[src/rtl/mdio_eng_pkg.sv]
package mdio_eng_pkg;

  // Clause-22 frame geometry
  localparam int PRE_BITS  = 32;
  localparam int ADDR_W    = 5;
  localparam int DATA_W    = 16;
  localparam int HDR_BITS  = 4 + 2 * ADDR_W;
  localparam int TAIL_BITS = 2 + DATA_W;
  localparam int FRAME_W   = PRE_BITS + HDR_BITS + TAIL_BITS;
  localparam int SLOT_W    = $clog2(FRAME_W);
  localparam int RELEASE_SLOT = PRE_BITS + HDR_BITS;

  // Command word layout
  localparam int CMD_W     = 32;
  localparam int BUSY_BIT  = 31;
  localparam int OP_LO     = 28;
  localparam int PHY_LO    = 23;
  localparam int REG_LO    = 18;

  typedef enum logic [1:0] {
    OP_NONE  = 2'b00,
    OP_WRITE = 2'b01,
    OP_READ  = 2'b10,
    OP_RSVD  = 2'b11
  } mdio_op_e;

endpackage

[src/rtl/mdio_clk_timer.sv]
module mdio_clk_timer #(
  parameter int HALF_DIV = 3
) (
  input  logic clk,
  input  logic rst,
  input  logic run,
  input  logic clear,
  output logic mdc,
  output logic rise_stb,
  output logic fall_stb
);
  localparam int CNT_W = (2 * HALF_DIV > 1) ? $clog2(2 * HALF_DIV) : 1;
  localparam logic [CNT_W-1:0] RISE_AT = CNT_W'(HALF_DIV - 1);
  localparam logic [CNT_W-1:0] FALL_AT = CNT_W'(2 * HALF_DIV - 1);

  logic [CNT_W-1:0] cnt;

  always_comb begin
    rise_stb = run && (cnt == RISE_AT);
    fall_stb = run && (cnt == FALL_AT);
  end

  always_ff @(posedge clk) begin
    if (rst || clear) begin
      cnt <= '0;
      mdc <= 1'b0;
    end else if (run) begin
      if (fall_stb) cnt <= '0;
      else          cnt <= cnt + 1'b1;
      if (rise_stb) mdc <= 1'b1;
      if (fall_stb) mdc <= 1'b0;
    end
  end

  // MDC only goes high one cycle after a rise strobe
  p_mdc_rise_on_strobe_r10: assert property (@(posedge clk) disable iff (rst)
    $rose(mdc) |-> $past(rise_stb));

endmodule

[src/rtl/mdio_frame_build.sv]
module mdio_frame_build
  import mdio_eng_pkg::*;
(
  input  logic                op_read,
  input  logic [ADDR_W-1:0]   phy_addr,
  input  logic [ADDR_W-1:0]   reg_addr,
  input  logic [DATA_W-1:0]   wdata,
  output logic [FRAME_W-1:0]  frame,
  output logic [FRAME_W-1:0]  drive
);
  logic [TAIL_BITS-1:0] tail;
  logic [1:0]           opc;

  always_comb begin
    opc   = op_read ? 2'b10 : 2'b01;
    tail  = op_read ? {TAIL_BITS{1'b0}} : {2'b10, wdata};
    frame = {{PRE_BITS{1'b1}}, 2'b01, opc, phy_addr, reg_addr, tail};
    drive = {{(PRE_BITS + HDR_BITS){1'b1}}, {TAIL_BITS{~op_read}}};
  end

endmodule

[src/rtl/mdio_cmd_engine.sv]
module mdio_cmd_engine
  import mdio_eng_pkg::*;
#(
  parameter int HALF_DIV = 3
) (
  input  logic              clk,
  input  logic              rst,
  input  logic              cmd_we,
  input  logic [CMD_W-1:0]  cmd_wdata,
  output logic [CMD_W-1:0]  cmd_rdata,
  output logic              mdc,
  output logic              mdio_o,
  output logic              mdio_oe,
  input  logic              mdio_i
);
  localparam logic [SLOT_W-1:0] LAST_SLOT = SLOT_W'(FRAME_W - 1);
  localparam logic [SLOT_W-1:0] REL_SLOT  = SLOT_W'(RELEASE_SLOT);

  mdio_op_e             cmd_op;
  logic                 accept;
  logic                 busy;
  logic                 is_read;
  logic [SLOT_W-1:0]    slot;
  logic [FRAME_W-1:0]   tx_sh;
  logic [FRAME_W-1:0]   oe_sh;
  logic [DATA_W-1:0]    rx_sh;
  logic [FRAME_W-1:0]   new_frame;
  logic [FRAME_W-1:0]   new_drive;
  logic                 rise_stb;
  logic                 fall_stb;
  logic [3:0]           cmd_unused_bits;

  assign cmd_unused_bits = {cmd_wdata[31:30], cmd_wdata[17:16]};
  assign cmd_op = mdio_op_e'(cmd_wdata[OP_LO +: 2]);
  assign accept = cmd_we && !busy && (cmd_op == OP_READ || cmd_op == OP_WRITE);

  mdio_frame_build u_build (
    .op_read  (cmd_op == OP_READ),
    .phy_addr (cmd_wdata[PHY_LO +: ADDR_W]),
    .reg_addr (cmd_wdata[REG_LO +: ADDR_W]),
    .wdata    (cmd_wdata[DATA_W-1:0]),
    .frame    (new_frame),
    .drive    (new_drive)
  );

  mdio_clk_timer #(.HALF_DIV(HALF_DIV)) u_timer (
    .clk      (clk),
    .rst      (rst),
    .run      (busy),
    .clear    (accept),
    .mdc      (mdc),
    .rise_stb (rise_stb),
    .fall_stb (fall_stb)
  );

  always_ff @(posedge clk) begin
    if (rst) begin
      busy    <= 1'b0;
      is_read <= 1'b0;
      slot    <= '0;
      tx_sh   <= '0;
      oe_sh   <= '0;
      rx_sh   <= '0;
    end else if (accept) begin
      busy    <= 1'b1;
      is_read <= (cmd_op == OP_READ);
      slot    <= '0;
      tx_sh   <= new_frame;
      oe_sh   <= new_drive;
    end else if (busy) begin
      if (rise_stb && is_read)
        rx_sh <= {rx_sh[DATA_W-2:0], mdio_i};
      if (fall_stb) begin
        if (slot == LAST_SLOT) begin
          busy  <= 1'b0;
          tx_sh <= '0;
          oe_sh <= '0;
        end else begin
          slot  <= slot + 1'b1;
          tx_sh <= {tx_sh[FRAME_W-2:0], 1'b0};
          oe_sh <= {oe_sh[FRAME_W-2:0], 1'b0};
        end
      end
    end
  end

  assign mdio_o    = tx_sh[FRAME_W-1];
  assign mdio_oe   = oe_sh[FRAME_W-1];
  assign cmd_rdata = {busy, {(CMD_W - 1 - DATA_W){1'b0}}, rx_sh};

  // New MDIO bits appear only with a falling MDC edge
  p_mdio_on_fall_r8: assert property (@(posedge clk) disable iff (rst)
    (busy && $past(busy) && (mdio_o != $past(mdio_o))) |-> $fell(mdc));

  // Read frames release the line from the turnaround on
  p_read_release_r4: assert property (@(posedge clk) disable iff (rst)
    (busy && is_read && (slot >= REL_SLOT)) |-> !mdio_oe);

  // Idle line: clock low and output released
  p_idle_quiet_r10: assert property (@(posedge clk) disable iff (rst)
    !busy |-> (!mdc && !mdio_oe));

  // A command during busy does not restart the frame
  p_no_restart_r9: assert property (@(posedge clk) disable iff (rst)
    (busy && cmd_we && !(fall_stb && slot == LAST_SLOT)) |=>
      (busy && slot >= $past(slot)));

endmodule

[config.mk]
export PLATFORM = sky130hd
export DESIGN_NAME = mdio_cmd_engine
export DESIGN_NICKNAME = d
export VERILOG_FILES = /design/src/rtl/mdio_eng_pkg.sv /design/src/rtl/mdio_clk_timer.sv /design/src/rtl/mdio_frame_build.sv /design/src/rtl/mdio_cmd_engine.sv
export SDC_FILE = /design/constraint.sdc
export NUM_CORES = 1
export LEC_CHECK = 0
export BUFFER_PORTS_ARGS = -buffer_cell sky130_fd_sc_hd__buf_2
export CAP_MARGIN = 0
export CORE_UTILIZATION = 63
export DETAILED_ROUTE_END_ITERATION = 16
export PLACE_DENSITY = 0.94
export SYNTH_ARGS = -nofsm -noshare
export SYNTH_HDL_FRONTEND = slang
export SYNTH_SLANG_ARGS = --single-unit
[constraint.sdc]
create_clock -name clk -period 3.23 [get_ports clk]
set_input_delay 0.4845 -clock clk [delete_from_list [all_inputs] [get_ports clk]]
set_output_delay 0.4845 -clock clk [all_outputs]
set_load 0.02 [all_outputs]
# --- Yosys cells after proc, flatten, opt, wreduce, memory -nomap -nowiden ---
# Index checks and enable logic that the tools add are counted.
totals:
  ff_bits: 156
  word_cells: 53
  inputBits: 36
op_classes:
  eq_ne: 5
  n_mux: 17
  n_reduce_logical: 17
  n_addsub: 2
  bitwise: 3
op_table:
  columns: ["operator", "n"]
  rows:
  - ["$mux 64", 8]
  - ["$mux 18", 1]
  - ["$add 6x1->6 const B", 1]
  - ["$eq 6x6->1 const B", 1]
  - ["$mux 1", 6]
  - ["$reduce_and 2->1", 3]
  - ["$reduce_and 3->1", 2]
  - ["$reduce_bool 2->1", 3]
  - ["$logic_and 1x1->1", 5]
  - ["$add 3x1->3 const B", 1]
  - ["$eq 3x2->1 const B", 1]
  - ["$eq 3x3->1 const B", 1]
  - ["$mux 3", 1]
  - ["$not 1->1", 3]
  - ["$eq 2x1->1 const B", 1]
  - ["$eq 2x2->1 const B", 1]
  - ["$logic_or 1x1->1", 2]
  - ["$mux 2", 1]
  - ["$reduce_or 2->1", 1]
  - ["$logic_not 1->1", 1]

# --- Depth between registers and ports, before layout ---
depth:
  depth_word: 5
  ltp_mapped: 8

# --- Cells and area by module ---
# From an unflattened synthesis, not the netlist that was laid out.
hier_totals:
  cells_unflattened: 1012
  hier_area_um2: 8227.9
by_module_without_submodules:
  columns: ["module", "cells_each", "area_per_inst_um2", "instances"]
  rows:
  - ["mdio_cmd_engine", 857, 7019.2, 1]
  - ["mdio_frame_build", 131, 973.4, 1]
  - ["mdio_clk_timer", 24, 235.2, 1]

# --- Worst setup path after synthesis ---
# OpenSTA, ideal clock, no wires.
synth_path:
  path_kind: "in2reg"
  from: "in cmd_wdata[28]"
  to: "reg tx_sh[13]"
  arrival_time_ns: 1.800
  slack_ns: 1.297
  required_time_ns: 3.098
  setup_ns: 0.132
  stages: 7
  cell_sequence: "inv_1 ha_1 or3b_1 buf_2 clkbuf_1 a32oi_1 a21oi_1"
synth_between:
  elab_chain_len: 5
  word_cells_on_any_way: 9
synth_rtl:
  columns: ["item", "line", "source"]
  rows:
  - ["start: declaration", "mdio_cmd_engine.sv:9", "input logic [CMD_W-1:0] cmd_wdata,"]
  - ["$eq 2x2->1 or $eq 2x1->1 (tied branches)", "mdio_cmd_engine.sv:35, mdio_cmd_engine.sv:38", null]
  - ["$logic_or 1x1->1", "mdio_cmd_engine.sv:35", "assign accept = cmd_we && !busy && (cmd_op == OP_READ || cmd_op == OP_WRITE);"]
  - ["$logic_and 1x1->1", "mdio_cmd_engine.sv:35", null]
  - ["$reduce_bool 2->1 (no source line)", null, null]
  - ["$reduce_and 2->1 (no source line)", null, null]
  - ["end signal: assignment", "mdio_cmd_engine.sv:68", "tx_sh <= new_frame;"]
  - ["end signal: assignment", "mdio_cmd_engine.sv:80", "tx_sh <= {tx_sh[FRAME_W-2:0], 1'b0};"]
  - ["end: declaration", "mdio_cmd_engine.sv:24", "logic [FRAME_W-1:0] tx_sh;"]
# Several ways; a longest one is shown, not always the timed one.
# A chain may end at the register's enable or synchronous reset.

# --- Worst setup path in the final report ---
layout_path:
  from: "reg slot[0]"
  to: "reg tx_sh[17]"
layout_between:
  elab_chain_len: 5
layout_rtl:
  columns: ["item", "line", "source"]
  rows:
  - ["start: declaration", "mdio_cmd_engine.sv:23", "logic [SLOT_W-1:0] slot;"]
  - ["start signal: assignment", "mdio_cmd_engine.sv:79", "slot <= slot + 1'b1;"]
  - ["$eq 6x6->1", "mdio_cmd_engine.sv:74", "if (slot == LAST_SLOT) begin"]
  - ["$mux 64", "mdio_cmd_engine.sv:74", null]
  - ["$mux 64", "mdio_cmd_engine.sv:73", "if (fall_stb) begin"]
  - ["$mux 64", "mdio_cmd_engine.sv:70", "end else if (busy) begin"]
  - ["$mux 64", "mdio_cmd_engine.sv:64", "end else if (accept) begin"]
# Every way passes these cells. The select of a mux whose other input is x is not followed.

==> impl_results.md <==
- Nets: 815
- Tcrit/Tclk final: 72.6%
- Crit path buffers/inverters: 1
- Synth cell types: 42
- Initial drt markers: 846
- Post-Synthesis Cells: 789
- Synth Area in Compound Gates: 37.5%
- First-pass GRT wire length: 26300 microns
- Initial antenna violation count: 0
- Initial Util: 65.5%
- Port buffer count: 51
- Post-Synth XOR/XNOR Area: 0%
- Worst Min Path Start: mdio_i
- DR DRC count: 0
- Mux cell area share after synthesis: 0.590%
- Clock tree buffer depth: 2
- CTS buffer count: 17
- Main combinational cell family by area after synthesis: compound AO/OA/AOI/OAI gates
- Mean Syn Cell Area: 8.61 sq um
- R2r endpoint: tx_sh[17]$_SDFFE_PP0P_
- Crit path DAT: 2770 ps
- Vias/cell: 6.75
- Slew @ Worst Pin: 1270 ps
- Final wirelength: 15700 microns
- Minimum clock period: 2340 ps
- Pwr per Cell Area: 624 nW/um^2
- Element type at the critical path end: register
- Biggest cell delay along the critical path: 920 ps
- Sink of the worst hold path: rx_sh[0]$_SDFFE_PP0P_
- Synth Area in Simple Gates: 6.49%
- Cell row count: 37
- Ys async rst share: 0%
- Largest net degree at the start of global routing: 128
- Cells after DPL: 891
- Worst relative slew slack: 15.2%
- Fmax: 427 MHz
- Final ANT Viol Nets: 0
- Max-cap violations: 0
- Hold_buf cts: 0
- Skew-Pair Late Insertion Delay: 540 ps
- Total global routing overflow: 0
- Hold Violations, Final: 0
- DP HPWL: 8110 microns
- Clk sinks: 156
- ANT cells: 0
- Post-CTS setup buffers: 0
- Full die area: 11200 sq um
- H-tree level count: 4
- Wire per inst: 17.0 microns
- Post-synthesis adder-cell area fraction: 0.921%
- Post-synth EDFFs: 0
- Core Region: 10400 sq um
- Crit path max-delay family: buffers and inverters
- Setup TNS: 0 ps
- Worst R2R Start: slot[0]$_SDFFE_PP0P_
- R2R depth: 5
- Post-Layout Cell Count: 923
- IO Count: 71
- Yosys warns: 0
- CP Class: register to register
- Post-synthesis sequential area ratio: 46.0%
- Layout cell share with drive strength beyond 1: 13.0%
- Worst hold-check slack: 188 ps
- CP max stage cell: buf_4
- HP Class: primary input to register
- Flop-to-flop setup slack: 890 ps
- Netlist Area Pre-Place: 6790 sq um
- Required @ worst endpoint: 3660 ps
- CTS tree: built
- Startpoint types: register
- Crit-path cells: ha_1, nand3_4, buf_4, o211ai_1, a221oi_1
- Synth-to-layout area growth: 10.8%
- Number of max-slew violations in the final report: 0
- Die Y: 106 microns
- Vias in the first global route: 5529
- Peak supply drop: 443 uV
- Chip Width: 106 microns
- Setup Viol. Count Final: 0
- Post-CTS sizing: 0
- Final RePlAce weighted congestion: 0.712
- Status: complete, no violations
- Drt first pass iters: 6
- CP max FO: 127
- Filler Cell Count: 713
- WHS Path Cells: 3
- Post-synthesis register bit count: 156
- P_leak: 2.54 nW
- Ys flop type: dfxtp_1
- Vias: 6229
- Unrepaired setup endpoints after global routing: no
- Root buf cell: clkbuf_8
- Final Skew: 8.93 ps
- GR Util All Layers: 28.8%
- Clock transition at the registers of the reported paths: 60 ps
[layout by cell type (no fill, tap or decap), types with 2 or more instances in the layout]
master	count
a31oi_1	35
buf_4	10
mux2i_1	4
nand3_1	6
o21ai_0	14
nand2_1	55
bufinv_16	5
inv_1	5
nor2b_1	2
conb_1	15
a22oi_1	2
a21oi_1	217
o211ai_1	125
ha_1	5
clkinv_4	3
nor2_1	5
buf_2	50
dfxtp_1	156
buf_12	3
a211oi_1	3
clkbuf_16	16
nor3_1	3
a221oi_1	3
a32oi_1	14
or3_1	2
inv_6	6
nand3_4	2
[layer usage]
layer | track usage, % | wire (microns)
met1 | 37.4 | 6600
met2 | 46.4 | 7740
met3 | 6.99 | 1050
met4 | 10.6 | 273
met5 | 0 | 0
[worst reg2reg max path, cell delays in order (launching register included)]
cell      delay, ps
dfxtp_1         340
ha_1            280
nand3_4         100
buf_4           920
o211ai_1        310
a221oi_1        300
[layout make-up]
class	instances	area, sq um	share of cell area, %
clock buffers	17	414	5.51
clock inverters	15	234	3.11
inverters	6	22.5	0.299
multi-input cells	530	3170	42.2
flip-flops and latches	156	3120	41.5
well taps	136	170	2.26
repair buffers	63	385	5.12
[synthesized netlist by cell type (4+ instances only)]
cell type,count,share of area [%]
buf_4,26,2.9
a21oi_1,217,16
buf_2,23,1.7
nand3_1,7,0.52
mux2i_1,4,0.59
ha_1,5,0.92
o21ai_0,14,1.0
buf_1,7,0.39
clkbuf_1,54,3.0
o211ai_1,125,14
a31oi_1,35,3.2
nor2_1,5,0.28
a32oi_1,14,1.8
nand2_1,56,3.1
inv_1,5,0.28
dfxtp_1,156,46
[cells by family after synthesis]
logic type / after synthesis
flops: 156
fa+ha+maj: 5
simple gates: 88
compound gates: 418
other cells: 1
mux: 4
buf+inv: 117
[worst max path at each step]
stage / startpoint / endpoint / slack [ps] / cells after the start
finish: slot[0]$_SDFFE_PP0P_ / tx_sh[17]$_SDFFE_PP0P_ / 890 / 5
global route: busy$_SDFF_PP0_ / tx_sh[29]$_SDFFE_PP0P_ / 690 / 4
CTS: busy$_SDFF_PP0_ / tx_sh[29]$_SDFFE_PP0P_ / 930 / 4
detailed placement: cmd_wdata[28] / tx_sh[29]$_SDFFE_PP0P_ / 770 / 7
global placement: cmd_wdata[28] / tx_sh[29]$_SDFFE_PP0P_ / 920 / 7
floorplan: cmd_wdata[28] / tx_sh[13]$_SDFFE_PP0P_ / 1300 / 7
[flip-flops by register name, summed over array words and instances, names as in the netlist]
signal	cells
busy	1
is_read	1
oe_sh	64
rx_sh	16
slot	6
tx_sh	64
u_timer.cnt	3
u_timer.mdc	1
[report_power, final]
group          total (mW)  switching (mW)  internal (mW)
clock                2.18           0.826           1.35
sequential           2.14          0.0836           2.06
combinational       0.371           0.227          0.144
total                4.69            1.14           3.55
[metrics by stage]
step / utilization [%] / power (mW) / setup slack [ps] / instance area (sq um)
3_5_place_dp: 66.3 / 2.54 / 769 / 6870
2_1_floorplan: - / 2.46 / 1300 / 6840
3_3_place_gp: 66.3 / 2.50 / 920 / 6870
5_1_grt: 72.5 / 4.86 / 688 / 7520
6_report: 72.5 / 4.69 / 887 / 7520
4_1_cts: 72.5 / 4.69 / 927 / 7520
(Power assumes the default switching activity.)
